--- config.mk ---
export PLATFORM = sky130hd
export DESIGN_NAME = owr_slave_ctrl
export DESIGN_NICKNAME = d
export VERILOG_FILES = /design/src/rtl/owr_pkg.sv /design/src/rtl/owr_reset_det.sv /design/src/rtl/owr_cmd_shift.sv /design/src/rtl/owr_id_unit.sv /design/src/rtl/owr_slave_ctrl.sv
export SDC_FILE = /design/constraint.sdc
export NUM_CORES = 1
export LEC_CHECK = 0
export ABC_AREA = 1
export BUFFER_PORTS_ARGS = -buffer_cell sky130_fd_sc_hd__buf_2
export CAP_MARGIN = 20
export CORE_MARGIN = 4
export CORE_UTILIZATION = 40
export CTS_BUF_LIST = sky130_fd_sc_hd__clkbuf_8
export CTS_CLUSTER_DIAMETER = 120
export DETAILED_ROUTE_END_ITERATION = 10
export PLACE_DENSITY_LB_ADDON = 0.08
export SLEW_MARGIN = 20
export SYNTH_ARGS = -nofsm -noshare
export SYNTH_HDL_FRONTEND = slang
export SYNTH_SLANG_ARGS = --single-unit
--- constraint.sdc ---
create_clock -name clk -period 1.7 [get_ports clk]
set_input_delay 0 -clock clk [delete_from_list [all_inputs] [get_ports clk]]
set_output_delay 0 -clock clk [all_outputs]
set_load 0.005 [all_outputs]
--- src/rtl/owr_pkg.sv ---
package owr_pkg;

  typedef enum logic [3:0] {
    ST_WAIT, ST_ROMCMD, ST_SENDID, ST_MATCHID, ST_SEARCH,
    ST_FUNCMD, ST_STATUS, ST_POWER, ST_SPWRITE, ST_SPREAD, ST_HALT
  } seq_state_t;

  localparam logic [7:0] OP_SEARCH  = 8'hF0;
  localparam logic [7:0] OP_READID  = 8'h33;
  localparam logic [7:0] OP_MATCH   = 8'h55;
  localparam logic [7:0] OP_SKIP    = 8'hCC;
  localparam logic [7:0] OP_ASEARCH = 8'hEC;
  localparam logic [7:0] OP_CONVERT = 8'h44;
  localparam logic [7:0] OP_SPWR    = 8'h4E;
  localparam logic [7:0] OP_SPRD    = 8'hBE;
  localparam logic [7:0] OP_COPY    = 8'h48;
  localparam logic [7:0] OP_RECALL  = 8'hB8;
  localparam logic [7:0] OP_PWR     = 8'hB4;

  // Reflected CRC-8 (x^8+x^5+x^4+1), zero start, data taken bit 0 first.
  function automatic logic [7:0] crc8_lsb(input logic [55:0] d);
    logic [7:0] c;
    logic fb;
    c = 8'h00;
    for (int i = 0; i < 56; i++) begin
      fb = c[0] ^ d[i];
      c  = c >> 1;
      if (fb) c = c ^ 8'h8C;
    end
    return c;
  endfunction

  function automatic logic [63:0] build_id(input logic [47:0] serial,
                                           input logic [7:0] family);
    logic [55:0] body;
    body = {serial, family};
    return {crc8_lsb(body), body};
  endfunction

endpackage

--- src/rtl/owr_reset_det.sv ---
module owr_reset_det #(
  parameter int RST_TICKS = 24000
) (
  input  logic clk,
  input  logic rst_n,
  input  logic line_low,
  output logic bus_rst,
  output logic presence
);
  localparam int CW = $clog2(RST_TICKS + 1);

  logic [CW-1:0] low_cnt;
  logic          armed;

  assign bus_rst = line_low && (low_cnt == CW'(RST_TICKS - 1));

  always_ff @(posedge clk) begin
    if (!rst_n) begin
      low_cnt  <= '0;
      armed    <= 1'b0;
      presence <= 1'b0;
    end else begin
      presence <= 1'b0;
      if (line_low) begin
        if (low_cnt != CW'(RST_TICKS)) low_cnt <= low_cnt + 1'b1;
        if (bus_rst) armed <= 1'b1;
      end else begin
        low_cnt <= '0;
        if (armed) begin
          presence <= 1'b1;
          armed    <= 1'b0;
        end
      end
    end
  end

  a_r1_presence_on_release: assert property (@(posedge clk) disable iff (!rst_n)
    presence |-> !$past(line_low));
  a_r1_single_hit: assert property (@(posedge clk) disable iff (!rst_n)
    bus_rst |=> !bus_rst);

endmodule

--- src/rtl/owr_cmd_shift.sv ---
module owr_cmd_shift #(
  parameter int W = 8
) (
  input  logic         clk,
  input  logic         rst_n,
  input  logic         clr,
  input  logic         shift_en,
  input  logic         bit_in,
  output logic [W-1:0] next_word,
  output logic         last
);
  localparam int CW = $clog2(W) + 1;

  logic [W-2:0]  q;
  logic [CW-1:0] cnt;

  assign next_word = {bit_in, q};
  assign last      = (cnt == CW'(W - 1));

  always_ff @(posedge clk) begin
    if (!rst_n) begin
      q   <= '0;
      cnt <= '0;
    end else if (clr) begin
      cnt <= '0;
    end else if (shift_en) begin
      q   <= next_word[W-1:1];
      cnt <= last ? '0 : cnt + 1'b1;
    end
  end

endmodule

--- src/rtl/owr_id_unit.sv ---
module owr_id_unit #(
  parameter logic [47:0] SERIAL = 48'h0,
  parameter logic [7:0]  FAMILY = 8'h10
) (
  input  logic clk,
  input  logic rst_n,
  input  logic clr,
  input  logic adv,
  output logic id_bit,
  output logic id_last
);
  localparam int ID_W = 64;
  localparam int IW   = $clog2(ID_W);
  localparam logic [ID_W-1:0] ID = owr_pkg::build_id(SERIAL, FAMILY);

  logic [IW-1:0] idx;

  assign id_bit  = ID[idx];
  assign id_last = (idx == IW'(ID_W - 1));

  always_ff @(posedge clk) begin
    if (!rst_n)    idx <= '0;
    else if (clr)  idx <= '0;
    else if (adv)  idx <= idx + 1'b1;
  end

  a_r3_clear_restarts: assert property (@(posedge clk) disable iff (!rst_n)
    clr |=> (idx == '0));

endmodule

--- src/rtl/owr_slave_ctrl.sv ---
module owr_slave_ctrl
  import owr_pkg::*;
#(
  parameter int          RST_TICKS = 24000,
  parameter logic [47:0] SERIAL    = 48'h0000_1A2B_3C4D
) (
  input  logic clk,
  input  logic rst_n,
  input  logic line_low,
  input  logic wr_stb,
  input  logic wr_bit,
  input  logic rd_stb,
  input  logic alarm_flag,
  input  logic op_busy,
  input  logic parasite,
  input  logic sp_rd_bit,
  output logic presence,
  output logic rd_bit,
  output logic start_conv,
  output logic start_copy,
  output logic start_recall,
  output logic sp_wr_stb,
  output logic sp_wr_bit,
  output logic sp_rd_adv
);
  localparam int CMD_W = 8;

  seq_state_t       st;
  logic [1:0]       tri_ph;
  logic             bus_rst;
  logic             sh_en;
  logic [CMD_W-1:0] cmd_word;
  logic             cmd_last;
  logic             id_adv;
  logic             id_bit;
  logic             id_last;
  logic             id_hit;

  owr_reset_det #(.RST_TICKS(RST_TICKS)) u_rst (
    .clk(clk), .rst_n(rst_n), .line_low(line_low),
    .bus_rst(bus_rst), .presence(presence));

  assign sh_en = wr_stb && !bus_rst && (st == ST_ROMCMD || st == ST_FUNCMD);

  owr_cmd_shift #(.W(CMD_W)) u_cmd (
    .clk(clk), .rst_n(rst_n), .clr(bus_rst), .shift_en(sh_en),
    .bit_in(wr_bit), .next_word(cmd_word), .last(cmd_last));

  assign id_hit = (wr_bit == id_bit);
  assign id_adv = !bus_rst && (
      (st == ST_SENDID  && rd_stb) ||
      (st == ST_MATCHID && wr_stb && id_hit) ||
      (st == ST_SEARCH  && wr_stb && tri_ph == 2'd2 && id_hit));

  owr_id_unit #(.SERIAL(SERIAL), .FAMILY(8'h10)) u_id (
    .clk(clk), .rst_n(rst_n), .clr(bus_rst), .adv(id_adv),
    .id_bit(id_bit), .id_last(id_last));

  always_ff @(posedge clk) begin
    if (!rst_n) begin
      st           <= ST_WAIT;
      tri_ph       <= 2'd0;
      rd_bit       <= 1'b1;
      start_conv   <= 1'b0;
      start_copy   <= 1'b0;
      start_recall <= 1'b0;
      sp_wr_stb    <= 1'b0;
      sp_wr_bit    <= 1'b0;
      sp_rd_adv    <= 1'b0;
    end else begin
      start_conv   <= 1'b0;
      start_copy   <= 1'b0;
      start_recall <= 1'b0;
      sp_wr_stb    <= 1'b0;
      sp_rd_adv    <= 1'b0;
      if (bus_rst) begin
        st     <= ST_ROMCMD;
        tri_ph <= 2'd0;
        rd_bit <= 1'b1;
      end else begin
        if (rd_stb) rd_bit <= 1'b1;
        case (st)
          ST_ROMCMD: if (wr_stb && cmd_last) begin
            case (cmd_word)
              OP_READID:  st <= ST_SENDID;
              OP_MATCH:   st <= ST_MATCHID;
              OP_SKIP:    st <= ST_FUNCMD;
              OP_SEARCH:  st <= ST_SEARCH;
              OP_ASEARCH: st <= alarm_flag ? ST_SEARCH : ST_HALT;
              default:    st <= ST_HALT;
            endcase
          end
          ST_SENDID: if (rd_stb) begin
            rd_bit <= id_bit;
            if (id_last) st <= ST_FUNCMD;
          end
          ST_MATCHID: if (wr_stb) begin
            if (!id_hit)      st <= ST_HALT;
            else if (id_last) st <= ST_FUNCMD;
          end
          ST_SEARCH: begin
            if (rd_stb && tri_ph == 2'd0) begin
              rd_bit <= id_bit;
              tri_ph <= 2'd1;
            end else if (rd_stb && tri_ph == 2'd1) begin
              rd_bit <= ~id_bit;
              tri_ph <= 2'd2;
            end else if (wr_stb && tri_ph == 2'd2) begin
              tri_ph <= 2'd0;
              if (!id_hit || id_last) st <= ST_HALT;
            end
          end
          ST_FUNCMD: if (wr_stb && cmd_last) begin
            case (cmd_word)
              OP_CONVERT: begin start_conv   <= 1'b1; st <= ST_STATUS; end
              OP_RECALL:  begin start_recall <= 1'b1; st <= ST_STATUS; end
              OP_COPY:    begin start_copy   <= 1'b1; st <= ST_HALT;   end
              OP_SPWR:    st <= ST_SPWRITE;
              OP_SPRD:    st <= ST_SPREAD;
              OP_PWR:     st <= ST_POWER;
              default:    st <= ST_HALT;
            endcase
          end
          ST_STATUS: if (rd_stb) rd_bit <= ~op_busy;
          ST_POWER:  if (rd_stb) rd_bit <= ~parasite;
          ST_SPWRITE: if (wr_stb) begin
            sp_wr_stb <= 1'b1;
            sp_wr_bit <= wr_bit;
          end
          ST_SPREAD: if (rd_stb) begin
            rd_bit    <= sp_rd_bit;
            sp_rd_adv <= 1'b1;
          end
          default: ;
        endcase
      end
    end
  end

  a_r1_reset_enters_cmd: assert property (@(posedge clk) disable iff (!rst_n)
    bus_rst |=> (st == ST_ROMCMD));
  a_r13_ignore_released: assert property (@(posedge clk) disable iff (!rst_n)
    (rd_stb && !bus_rst && (st == ST_HALT || st == ST_WAIT)) |=> rd_bit);
  a_r9_one_strobe: assert property (@(posedge clk) disable iff (!rst_n)
    $onehot0({start_conv, start_copy, start_recall}));
  a_r8_status_bit: assert property (@(posedge clk) disable iff (!rst_n)
    (st == ST_STATUS && rd_stb && !bus_rst) |=> (rd_bit == !$past(op_busy)));
  a_r12_power_bit: assert property (@(posedge clk) disable iff (!rst_n)
    (st == ST_POWER && rd_stb && !bus_rst) |=> (rd_bit == !$past(parasite)));
  a_r10_write_follows: assert property (@(posedge clk) disable iff (!rst_n)
    sp_wr_stb |-> ($past(wr_stb) && sp_wr_bit == $past(wr_bit)));
  a_r11_read_follows: assert property (@(posedge clk) disable iff (!rst_n)
    sp_rd_adv |-> ($past(rd_stb) && rd_bit == $past(sp_rd_bit)));

endmodule

After elaboration in Yosys (flattened, before gate mapping)
Memories as Yosys holds them, arrays and structs flattened. A register that Yosys moved wholly into a read port is not among the register bits.
Cells that the tools add are included.

word-level totals
  flip-flop bits (word level) = 47
  ROM bits = 64
  output and inout port bits = 8
  word-level logic and storage cells = 145
  memories = 1

operators by class
  add/subtract/negate cells = 3
  magnitude comparators = 1
  eq/ne operators = 43
  muxes and demuxes = 36
  bitwise gates (word level) = 9
  reduce and logical (&&, ||, !) cells = 36

memories
  memory            depth  width  read ports  clocked after memory_dff  wr ports  RTL line           RTL
  (name not given)  64     1      1           1                         0         owr_id_unit.sv:18  assign id_bit = ID[idx];

operators by type and width
  cell                                                                     count
  8-bit == test, second input constant                                     6
  4-bit 2-to-1 mux                                                         12
  4-bit one-hot mux with 5 select lines                                    2
  8-bit by 7-bit == test with 1-bit output, second input constant          4
  4-bit by 3-bit == test with 1-bit output, second input constant          5
  9-bit AND reduction                                                      2
  4-bit one-hot mux with 4 select lines                                    1
  15-bit by 1-bit adder with 15-bit output, second input constant          1
  15-bit == test, second input constant                                    1
  1-bit 2-to-1 mux                                                         15
  15-bit inequality test, second input constant                            1
  1-bit logical AND                                                        14
  6-bit 2-to-1 mux                                                         2
  3-bit by 2-bit inequality test with 1-bit output, second input constant  4
  3-bit inequality test, second input constant                             4
  1-bit NOT                                                                9
  4-bit by 2-bit == test with 1-bit output, second input constant          2
  4-bit == test, second input constant                                     2
  8-bit by 6-bit == test with 1-bit output, second input constant          1
  2-bit by 1-bit inequality test with 1-bit output, second input constant  4
  2-bit inequality test, second input constant                             4
  6-bit by 7-bit < comparator with 1-bit output, second input constant     1
  6-bit by 1-bit adder with 6-bit output, second input constant            1
  6-bit == test, second input constant                                     1
  18 further kinds                                                         29

Logic depth before layout (Yosys ltp)
  depth in word-level cells = 11
  depth in mapped cells = 16
  mapped depth without buffers = 16

By module
From an unflattened synthesis, not the netlist that was laid out.

second synthesis, totals
  cells, all modules = 484
  area, all modules = 3,071.7 µm²

modules (own cells, without submodules)
  module          times used  cells each  area an instance (µm²)
  owr_slave_ctrl  1           203         1,153.6
  owr_reset_det   1           136         897.1
  owr_id_unit     1           85          585.6
  owr_cmd_shift   1           60          435.4

Worst setup path before layout
OpenSTA, ideal clock, no wires.

  path kind = flip-flop to flip-flop
  start = register u_rst.low_cnt[0]
  end = register, netlist name id_bit
  library setup time = 115 ps
  arrival = 1,614 ps
  required time = 1,585 ps
  slack = -29 ps
  cell stages (with the launch flop) = 16
  path buffers = 1
  clock period less this slack = 1,729 ps
  path through = dfxtp_1 -> ha_1 -> nand2_1 -> inv_2 -> nand2_1 -> nor2_4 -> nand3_2 -> nand2_2 -> buf_6 -> a21oi_1 -> nand2_1 -> nand2_1 -> nand2_1 -> nand2_1 -> a21oi_1 -> nor2_1

RTL lines
  element                 RTL line             RTL
  from (decl)             owr_reset_det.sv:12  logic [CW-1:0] low_cnt;
  from (signal assigned)  owr_reset_det.sv:25  if (low_cnt != CW'(RST_TICKS)) low_cnt <= low_cnt + 1'b1;

==> qor.csv <==
metric,value,unit
initial drt markers,103,
die area,8180,um^2
drt first pass iters,5,
DIE WIDTH,90.4,um
first-pass GRT wire length,11.8,mm
GRT Resource Usage Total,17.1,%
#FFs+latches synth,48,
fin crit share,106,%
GP Congestion,0.879,
initial antenna violation count,0,
crit path DAT,2.00,ns
hold_sp,rd_stb,
vias,2849,
failing checks,negative setup slack,
Hold Path Sink,sp_rd_adv,
Avg Synthesized Cell Area,6.74,um^2
FP Rows,29,
PwrDens,759,nW/um^2
syn_nets,417,
layout cells sized above 1,38.6,%
"Area growth, synth to finish",44.2,%
clock slew at reported path FFs,0.09,ns
Detail Placement HPWL,5.23,mm
Nets,518,
crit-path max FO,7,
register area share after synthesis,35.4,%
CTS sink cnt,48,
"top cells by area, synth","dfxtp_1 (35%), nand2_1 (9.1%), inv_1 (8.3%), nor2_1 (6.6%), a21oi_1 (6.3%)",
Fin Clk Skew,0.00332,ns
CP endpoint kind,register,
max-slew violation count,0,
drt via density,4.90,
clk_lat worst skew,0.30,ns
multi-input logic area,1740,um^2
gr ovfl total,0,
final hold viol count,0,
CTS root buf,clkbuf_8,
TNS Setup,-0.100,ns
Synth top cells by count,"nand2_1 (66), inv_1 (60), dfxtp_1 (48), nor2_1 (48), a21oi_1 (34)",
yosys warns,0,
Residual DRC,0,
most frequent cell after synthesis,nand2_1,
Design Power,2.98,mW
post-synthesis cell area,2720,um^2
share of the synthesized area in the top cell type,35.4,%
Tmin final,1.80,ns
Post-synth top flop,dfxtp_1,
Final WS setup,-0.100,ns
Hold Crit Class,input pin to register,
Starting Density,42.1,%
DRT Wirelength,7.10,mm
Reg area,981,um^2
Leak Pwr,1.71,nW
die height,90.4,um
filler cell count,583,
Critical Path RT,1.90,ns
run status,"finished, violations left",
R2R depth,12,
TritonCTS Buffers,5,
CTS tree,done,
flop2flop setup slack,-0.10,ns
Max Cap Viol,0,
Hold Crit Depth,3,
antenna-violating nets left,0,
relative slew slack,74.3,%
Inserted Diodes,0,
Wirelength per Cell,12.2,um
Mapped Cells,403,
core area,6460,um^2
VDD IR max,0.527,mV
Post-synth EDFFs,0,
Crit Path Category,register to register,
worst reg2reg startpoint,st[2],
Buffers on Ports,17,
largest net degree at the start of global routing,16,
Fmax,0.556,GHz
asr flop ratio synth,0,%
Unique masters post-synth,36,
final setup vio count,1,
RSZ-0062 raised after global routing,yes,
IO Count,18,
Worst-Margin Slew,0.383,ns
CTS Buffer Depth,2,
r2r endpoint,id_bit,
vias in the first global route,2684,
dominant cell type by area after synthesis,dfxtp_1,
Hold WS,0.0224,ns
CP startpoint kind,register,
H-tree Lvls,2,
## sequential cells by signal, indices dropped and copies added (netlist names)
signal and flops:
st 4, rd_bit 1, sp_wr_bit 1, id_bit 1
u_rst.presence 1, u_rst.low_cnt 15, tri_ph 2, start_conv 1
u_rst.armed 1, u_cmd.q 7, start_copy 1, start_recall 1
u_cmd.cnt 4, sp_rd_adv 1, u_id.idx 6, sp_wr_stb 1
## per-stage QoR
step	setup WS (ns)	area, um^2	cells	utilization (%)
detailed placement	-0.165	3400	558	52.7
global placement	-0.0718	3400	558	52.7
global route	-0.202	3920	582	60.7
finish	-0.100	3920	582	60.7
floorplan	0.0111	2740	403	-
CTS	-0.0199	3670	572	56.8
## area by class of cell
type	count	area share, %
timing repair buffer	100	19.1
clock inverter	2	0.383
inverter	66	6.58
clock buffer	6	2.11
sequential	48	25.0
tap	77	2.46
multi-input combinational	283	44.3
## how the worst max path moves through the flow
| stage | start | to | cells after the start |
|---|---|---|---|
| floorplan | u_rst.low_cnt[1] | id_bit | 15 |
| global placement | u_rst.low_cnt[1] | id_bit | 14 |
| detailed placement | u_rst.low_cnt[1] | id_bit | 14 |
| CTS | u_rst.low_cnt[0] | id_bit | 14 |
| global route | st[2] | id_bit | 14 |
| finish | st[2] | id_bit | 12 |
## kinds of logic after synthesis
family | share of synthesized area (%)
compound gates | 15.3
xor+xnor | 1.89
fa+ha+maj | 1.84
buf+inv | 10.3
flops | 35.4
simple gates | 35.3
## layout by cell type (no fill, tap or decap), types with 3 or more instances in the layout
cell | synthesis | routed
o21ai_1 | 1 | 3
nand2_1 | 66 | 54
inv_4 | 0 | 4
a21oi_1 | 34 | 33
clkbuf_8 | 0 | 6
nand3_1 | 29 | 23
buf_6 | 1 | 3
o21ai_0 | 29 | 25
buf_2 | 1 | 17
o22ai_1 | 3 | 3
nor2_4 | 2 | 7
nand3_2 | 5 | 8
nor2_1 | 48 | 38
buf_4 | 0 | 76
nor2_2 | 2 | 7
nand4_1 | 11 | 11
dfxtp_2 | 0 | 10
nor3_2 | 1 | 4
nand3_4 | 1 | 4
a211oi_1 | 3 | 3
nor3_1 | 15 | 12
nand2_4 | 2 | 10
xor2_1 | 4 | 4
inv_2 | 6 | 11
nand2_2 | 9 | 12
inv_1 | 60 | 51
dfxtp_1 | 48 | 36
## report_power, final
part / switching, mW / total (mW) / leakage (nW) / internal, mW
Combinational: 0.520 / 0.968 / 1.27 / 0.448
Clock: 0.413 / 0.744 / 0.0434 / 0.330
Sequential: 0.0652 / 1.26 / 0.394 / 1.20
Total: 0.998 / 2.98 / 1.71 / 1.98
## worst max-delay path, stage by stage (launching register included)
cell and delay [ns]:
dfxtp_2 0.40, inv_1 0.09, nand2_4 0.09, nor2_4 0.04, nand3_2 0.08, nand3_4 0.17
buf_12 0.19, xnor2_4 0.19, nand3_2 0.10, nor2_2 0.10, nor2_1 0.05, a21oi_1 0.16
nor2_1 0.05
## repair_timing
item	in CTS	in global routing
hold buffers	2	0
setup endpoints to repair	14	15
resized for setup	37	50
hold endpoints to repair	2	0
pin swaps	13	22
buffers inserted	4	10
## per-layer routing
layer,track usage [%],share of wire [%],up-vias
met5,0,0,-
met4,4.59,0.41,0
met3,3.08,3.3,2
met2,28.9,49,42
met1,22.3,48,1272
li1,-,-,1533
Power figures use the tool's default switching activity.
